[src/rtl/npc_pkg.sv]
package npc_pkg;
   localparam int OP_W = 6;
   localparam int FN_W = 6;

   localparam logic [OP_W-1:0] OPC_SPECIAL = 6'b000000;
   localparam logic [OP_W-1:0] OPC_J       = 6'b000010;
   localparam logic [OP_W-1:0] OPC_JAL     = 6'b000011;
   localparam logic [OP_W-1:0] OPC_BEQ     = 6'b000100;
   localparam logic [OP_W-1:0] OPC_BNE     = 6'b000101;
   localparam logic [FN_W-1:0] FN_JR       = 6'b001000;

   typedef enum logic [1:0] {
      SEL_SEQ = 2'b00,
      SEL_BR  = 2'b01,
      SEL_REG = 2'b10,
      SEL_JMP = 2'b11
   } pc_sel_e;
endpackage

[src/rtl/npc_eq.sv]
// Lane-split equality: each lane is a NOR over XOR, lanes are ANDed.
module npc_eq #(
   parameter int XLEN   = 32,
   parameter int LANE_W = 8
) (
   input  logic [XLEN-1:0] a,
   input  logic [XLEN-1:0] b,
   output logic            eq
);
   localparam int LANES = XLEN / LANE_W;

   if ((XLEN % LANE_W) != 0) begin : g_bad_lane
      $error("npc_eq: XLEN must be a multiple of LANE_W");
   end

   logic [LANES-1:0] lane_eq;

   for (genvar g = 0; g < LANES; g++) begin : g_lane
      assign lane_eq[g] = ~|(a[g*LANE_W +: LANE_W] ^ b[g*LANE_W +: LANE_W]);
   end

   assign eq = &lane_eq;
endmodule

[src/rtl/npc_ctrl.sv]
module npc_ctrl
   import npc_pkg::*;
(
   input  logic [OP_W-1:0] op,
   input  logic [FN_W-1:0] fn,
   input  logic            eq,
   output pc_sel_e         sel
);
   always_comb begin
      sel = SEL_SEQ;
      unique case (op)
         OPC_BEQ:     sel = eq ? SEL_BR : SEL_SEQ;
         OPC_BNE:     sel = eq ? SEL_SEQ : SEL_BR;
         OPC_J,
         OPC_JAL:     sel = SEL_JMP;
         OPC_SPECIAL: sel = (fn == FN_JR) ? SEL_REG : SEL_SEQ;
         default:     sel = SEL_SEQ;
      endcase
   end
endmodule

[src/rtl/npc_target.sv]
module npc_target #(
   parameter int XLEN  = 32,
   parameter int IMM_W = 16,
   parameter int JF_W  = 26
) (
   input  logic [XLEN-1:0]  pc4,
   input  logic [IMM_W-1:0] imm,
   input  logic [JF_W-1:0]  jfield,
   output logic [XLEN-1:0]  br_tgt,
   output logic [XLEN-1:0]  jmp_tgt
);
   localparam int SHIFT = 2;
   localparam int EXT_W = XLEN - IMM_W - SHIFT;
   localparam int HI_W  = XLEN - JF_W - SHIFT;

   if (EXT_W < 0 || HI_W < 1) begin : g_bad_geom
      $error("npc_target: field widths do not fit XLEN");
   end

   logic [XLEN-1:0] offset;

   assign offset  = {{EXT_W{imm[IMM_W-1]}}, imm, {SHIFT{1'b0}}};
   assign br_tgt  = pc4 + offset;
   assign jmp_tgt = {pc4[XLEN-1 -: HI_W], jfield, {SHIFT{1'b0}}};
endmodule

[src/rtl/npc_mux.sv]
module npc_mux
   import npc_pkg::*;
#(
   parameter int XLEN   = 32,
   parameter bit ONEHOT = 1'b0
) (
   input  pc_sel_e         sel,
   input  logic [XLEN-1:0] in_seq,
   input  logic [XLEN-1:0] in_br,
   input  logic [XLEN-1:0] in_reg,
   input  logic [XLEN-1:0] in_jmp,
   output logic [XLEN-1:0] y
);
   if (ONEHOT) begin : g_andor
      logic [3:0] hot;
      assign hot = 4'b0001 << sel;
      assign y = ({XLEN{hot[0]}} & in_seq) | ({XLEN{hot[1]}} & in_br)
               | ({XLEN{hot[2]}} & in_reg) | ({XLEN{hot[3]}} & in_jmp);
   end else begin : g_case
      always_comb begin
         unique case (sel)
            SEL_SEQ: y = in_seq;
            SEL_BR:  y = in_br;
            SEL_REG: y = in_reg;
            SEL_JMP: y = in_jmp;
            default: y = in_seq;
         endcase
      end
   end
endmodule

[src/rtl/npc_unit.sv]
module npc_unit
   import npc_pkg::*;
#(
   parameter int              XLEN       = 32,
   parameter int              IMM_W      = 16,
   parameter int              JF_W       = 26,
   parameter int              EQ_LANE_W  = 8,
   parameter bit              MUX_ONEHOT = 1'b0,
   parameter logic [XLEN-1:0] RESET_PC   = '0
) (
   input  logic            clk,
   input  logic            rst_n,
   input  logic            stall,
   input  logic [XLEN-1:0] fetch_inst,
   input  logic [XLEN-1:0] fwd_a,
   input  logic [XLEN-1:0] fwd_b,
   output logic [XLEN-1:0] pc,
   output logic [XLEN-1:0] id_inst,
   output logic [XLEN-1:0] id_pc4,
   output logic [XLEN-1:0] next_pc,
   output logic [1:0]      pc_sel,
   output logic            ops_equal
);
   localparam logic [XLEN-1:0] INST_BYTES = XLEN'(4);

   if (XLEN != OP_W + JF_W) begin : g_bad_word
      $error("npc_unit: opcode plus jump field must fill the word");
   end
   if (IMM_W > JF_W) begin : g_bad_imm
      $error("npc_unit: immediate cannot exceed the jump field");
   end

   logic [XLEN-1:0] pc4;
   logic [XLEN-1:0] br_tgt;
   logic [XLEN-1:0] jmp_tgt;
   pc_sel_e         sel;

   assign pc4 = pc + INST_BYTES;

   always_ff @(posedge clk or negedge rst_n) begin
      if (!rst_n) begin
         pc      <= RESET_PC;
         id_inst <= '0;
         id_pc4  <= '0;
      end else if (!stall) begin
         pc      <= next_pc;
         id_inst <= fetch_inst;
         id_pc4  <= pc4;
      end
   end

   npc_eq #(.XLEN(XLEN), .LANE_W(EQ_LANE_W)) u_eq (
      .a  (fwd_a),
      .b  (fwd_b),
      .eq (ops_equal)
   );

   npc_ctrl u_ctrl (
      .op  (id_inst[XLEN-1 -: OP_W]),
      .fn  (id_inst[FN_W-1:0]),
      .eq  (ops_equal),
      .sel (sel)
   );

   npc_target #(.XLEN(XLEN), .IMM_W(IMM_W), .JF_W(JF_W)) u_tgt (
      .pc4     (id_pc4),
      .imm     (id_inst[IMM_W-1:0]),
      .jfield  (id_inst[JF_W-1:0]),
      .br_tgt  (br_tgt),
      .jmp_tgt (jmp_tgt)
   );

   npc_mux #(.XLEN(XLEN), .ONEHOT(MUX_ONEHOT)) u_mux (
      .sel    (sel),
      .in_seq (pc4),
      .in_br  (br_tgt),
      .in_reg (fwd_a),
      .in_jmp (jmp_tgt),
      .y      (next_pc)
   );

   assign pc_sel = sel;
endmodule

[config.mk]
export PLATFORM = sky130hd
export DESIGN_NAME = npc_unit
export DESIGN_NICKNAME = d
export VERILOG_FILES = /design/src/rtl/npc_pkg.sv /design/src/rtl/npc_eq.sv /design/src/rtl/npc_ctrl.sv /design/src/rtl/npc_target.sv /design/src/rtl/npc_mux.sv /design/src/rtl/npc_unit.sv
export SDC_FILE = /design/constraint.sdc
export NUM_CORES = 1
export LEC_CHECK = 0
export BUFFER_PORTS_ARGS = -buffer_cell sky130_fd_sc_hd__buf_2
export CORE_ASPECT_RATIO = 1.1
export CORE_MARGIN = 2
export CORE_UTILIZATION = 47
export CTS_CLUSTER_DIAMETER = 60
export DETAILED_ROUTE_END_ITERATION = 8
export PLACE_DENSITY = 0.85
export SLEW_MARGIN = 40
export SYNTH_ARGS = -nofsm -noshare
export SYNTH_HDL_FRONTEND = slang
export SYNTH_SLANG_ARGS = --single-unit
export TNS_END_PERCENT = 10
[constraint.sdc]
create_clock -name clk -period 3.15 [get_ports clk]
set_input_delay 0.63 -clock clk [delete_from_list [all_inputs] [get_ports clk]]
set_output_delay 0.63 -clock clk [all_outputs]
set_load 0.02 [all_outputs]
==> flow_summary_export.csv <==
group,metric,value,unit
run_status,status,"finished, violations left",
run_status,violations,"setup timing",
worst_setup_path,cp_num_buf_inv,1,
clocking,hold_buffers,0,
power_and_ir_drop,power_leakage,0.00521,µW
floorplanning,core_area,0.0144,mm²
floorplanning,die_x,120,µm
clocking,clk_pin_slew,80,ps
sta,post-route-min-period,3730,ps
global_route,grt_max_degree,57,
clocking,cts_tree,"built",
detailed_routing,drc,0,
sta,fin_skew,11.9,ps
detailed_routing,viasPerCell,6.02,
sta,finalWorstSetupSlack,-583,ps
logic_synthesis,synth_most_common_cell,"dfrtp_1",
detailed_routing,drt_iter0_markers,707,
placed_design,port_buffers,229,
detailed_routing,ant_nets,0,
sta,fmax,268,MHz
power_and_ir_drop,power_switching,4130,µW
power_and_ir_drop,intPower,5150,µW
power_and_ir_drop,swShare,44.5,%
power_and_ir_drop,p_clk_share,12.9,%
global_route,grt_pass1_wl,43800,µm
final_layout,layout-drive-gt1-share,54.4,%
power_and_ir_drop,peakVddDrop,0.546,mV
detailed_routing,wl_per_cell,22.2,µm
flow_run,cap_violations,0,
global_route,antenna_found_initial,0,
clocking,cts_root_buf,"clkbuf_16",
sta,slew_headroom,46.9,%
floorplanning,rows,46,
placed_design,place_ws,-637,ps
global_route,grt_pass1_vias,8140,
placed_design,finalWeightedCongestion,0.931,
logic_synthesis,ys_seq_area_share,34.7,%
final_layout,finalNetCount,1274,
worst_setup_path,worst-path-max-fanout,3,
logic_synthesis,avgSynthCellArea,9.60,µm²
logic_synthesis,yosysTopAreaCell,"dfrtp_1",
clocking,clk_latency,370,ps
sta,hold_violations,0,
worst_setup_path,rrSetupSlack,220,ps
detailed_routing,vias,8076,
logic_synthesis,yosys_warnings,0,
logic_synthesis,synth_edf_count,0,
logic_synthesis,yosysTopAreaCellShare,34.7,%
logic_synthesis,ys.flop_type,"dfrtp_1",
global_route,grt_usage,36.0,%
clocking,cts.htree.levels,3,
placed_design,placed_cell_area,0.00970,mm²
logic_synthesis,ys_types,63,
sta,drv_slew,0,
placed_design,place_hpwl,21300,µm
worst_setup_path,r2r_cells,11,
power_and_ir_drop,p_per_area,853,mW/mm²
logic_synthesis,netlist_area,0.00693,mm²
worst_setup_path,crit_family,"compound AO/OA/AOI/OAI gates",
worst_setup_path,start_kind,"flip-flop",
worst_setup_path,cp-end-kind,"output pin",
sta,rsz0062_at_grt,"yes",
global_route,gr-total-overflow,0,
final_layout,diodes,0,
placed_design,placed_cells,1293,
floorplanning,io_pins,230,
logic_synthesis,netlist_instances,722,
final_layout,design_area,0.0109,mm²
sta,hold_ws,272,ps
worst_setup_path,critPathKind,"flip-flop to output pin",
clocking,numCtsBuffers,9,
final_layout,fin_cells,1341,
worst_hold_path,hold_path_class,"input pin to asynchronous set/reset pin",
clocking,cts.path.max_buffers,2,
logic_synthesis,synth.area.top_cells,"dfrtp_1 35%, mux2_2 13%, xor2_1 6.7%, ha_1 5.4%, xnor2_1 3.4%",
floorplanning,start_util,48.0,%
worst_setup_path,cp_num_cells,10,
worst_setup_path,slowest_stage,"dfrtp_1",
clocking,cts.sinks,96,
detailed_routing,wirelength,29800,µm
worst_setup_path,critical_path.cell_chain,"ha_1, a21o_1, a221oi_2, o22a_1, a211oi_2, o31ai_2, xnor2_1, and3_1, or3_4, buf_6",
logic_synthesis,async_flop_share,100,%
detailed_routing,drt_first_pass_iters,5,
final_layout,final_util,75.4,%
power_and_ir_drop,sequentialPowerShare,21.3,%
sta,worst_pin_slew,796,ps
final_layout,area_growth,57.0,%
worst_setup_path,cp.required,2520,ps
worst_setup_path,reg2reg_to,"pc[30]",
floorplanning,dieHeight,131,µm
worst_setup_path,r2r_start,"id_inst[0]",
logic_synthesis,ys_ff_latch,96,
sta,setup_violations,33,
worst_setup_path,arrival,3100,ps
sta,finalCritPeriodShare,119,%
logic_synthesis,syn_nets,852,
logic_synthesis,synth_common_cells,"96 x dfrtp_1, 77 x mux2_2, 54 x nor2_1",
floorplanning,fp.dieArea,0.0157,mm²
power_and_ir_drop,combPwrFrac,65.8,%
worst_setup_path,max_stage_delay,400,ps
==> cell type report <==
type,count,area [µm²]
Clock buffer,9,225
Clock inverter,7,86.3
Fill cell,978,3560
Inverter,13,48.8
Multi-Input combinational cell,579,4850
Sequential cell,96,2410
Tap cell,192,240
Timing Repair Buffer,445,3030
==> cells in the final DEF, fill, tap and decap left out, types with 5 or more instances in the layout <==
cell type / instances
ha_4: 7
buf_2: 205
nor4_2: 6
a21oi_1: 31
buf_12: 5
xor2_1: 50
nor4_1: 6
a211oi_2: 5
nor3_1: 8
nand4_1: 15
nor2_1: 49
and3_1: 11
o21ai_0: 11
ha_1: 22
a21o_1: 20
a21oi_2: 9
o22a_1: 8
inv_1: 10
dfrtp_1: 94
o21ai_2: 6
buf_6: 21
a22oi_1: 8
nand2_1: 44
xnor2_1: 26
and4_1: 8
nand2b_1: 10
o21a_1: 7
buf_4: 209
a22o_1: 11
clkbuf_16: 10
o31ai_1: 5
mux2_2: 77
mux2i_1: 6
nand3_1: 15
==> power by group through the flow <==
stage               registers, µW  clock network [µW]  logic [µW]
floorplan                    2410                   0        2490
global placement             1950                   0        5120
detailed placement           1970                   0        5210
CTS                          1950                1190        5670
global route                 2000                1240        6470
finish                       1970                1200        6110
==> sequential cells by signal (all words and copies together) (netlist names) <==
signal   cells
pc          32
id_pc4      32
id_inst     32
==> per-stage QoR <==
stage          setup TNS [ps]  power (µW)
2_1_floorplan            -289        4900
3_3_place_gp           -15070        7070
3_5_place_dp           -15310        7190
4_1_cts                -12140        8810
5_1_grt                -16430        9720
6_report               -13700        9280
==> routing by layer <==
layer	GRT usage (%)	vias up	routed length, µm
li1	-	3526	-
met1	42.6	3941	11200
met2	62.7	508	14900
met3	6.51	101	2420
met4	16.7	0	1340
met5	0	-	0
==> logic make-up after synthesis <==
kind of cell | after synthesis | synth area share [%]
and+or+nand+nor | 201 | 14.6
AOI/OAI and AO/OA | 181 | 18.1
adders and majority gates | 31 | 5.70
muxes | 86 | 13.8
buffers and inverters | 47 | 3.03
DFF | 96 | 34.7
xor gates and xnor gates | 80 | 10.1
==> timing repair <==
item	in CTS	in global routing
buffers inserted	23	10
cloned	1	1
endpoints found under the hold margin	0	0
pin swaps	38	35
endpoints found under the setup margin	33	33
resized for setup	58	78
==> worst max-delay path by stage <==
stage                           from          end  slack (ps)
after global placement      fwd_b[1]   next_pc[9]        -650
after detailed placement    fwd_b[1]   next_pc[9]        -640
after floorplan            fwd_b[20]  next_pc[20]         -50
after global routing      id_inst[6]  next_pc[31]        -660
final                     id_inst[7]  next_pc[31]        -580
after CTS                  id_pc4[2]  next_pc[30]        -490
Power figures use the tool's default switching activity.
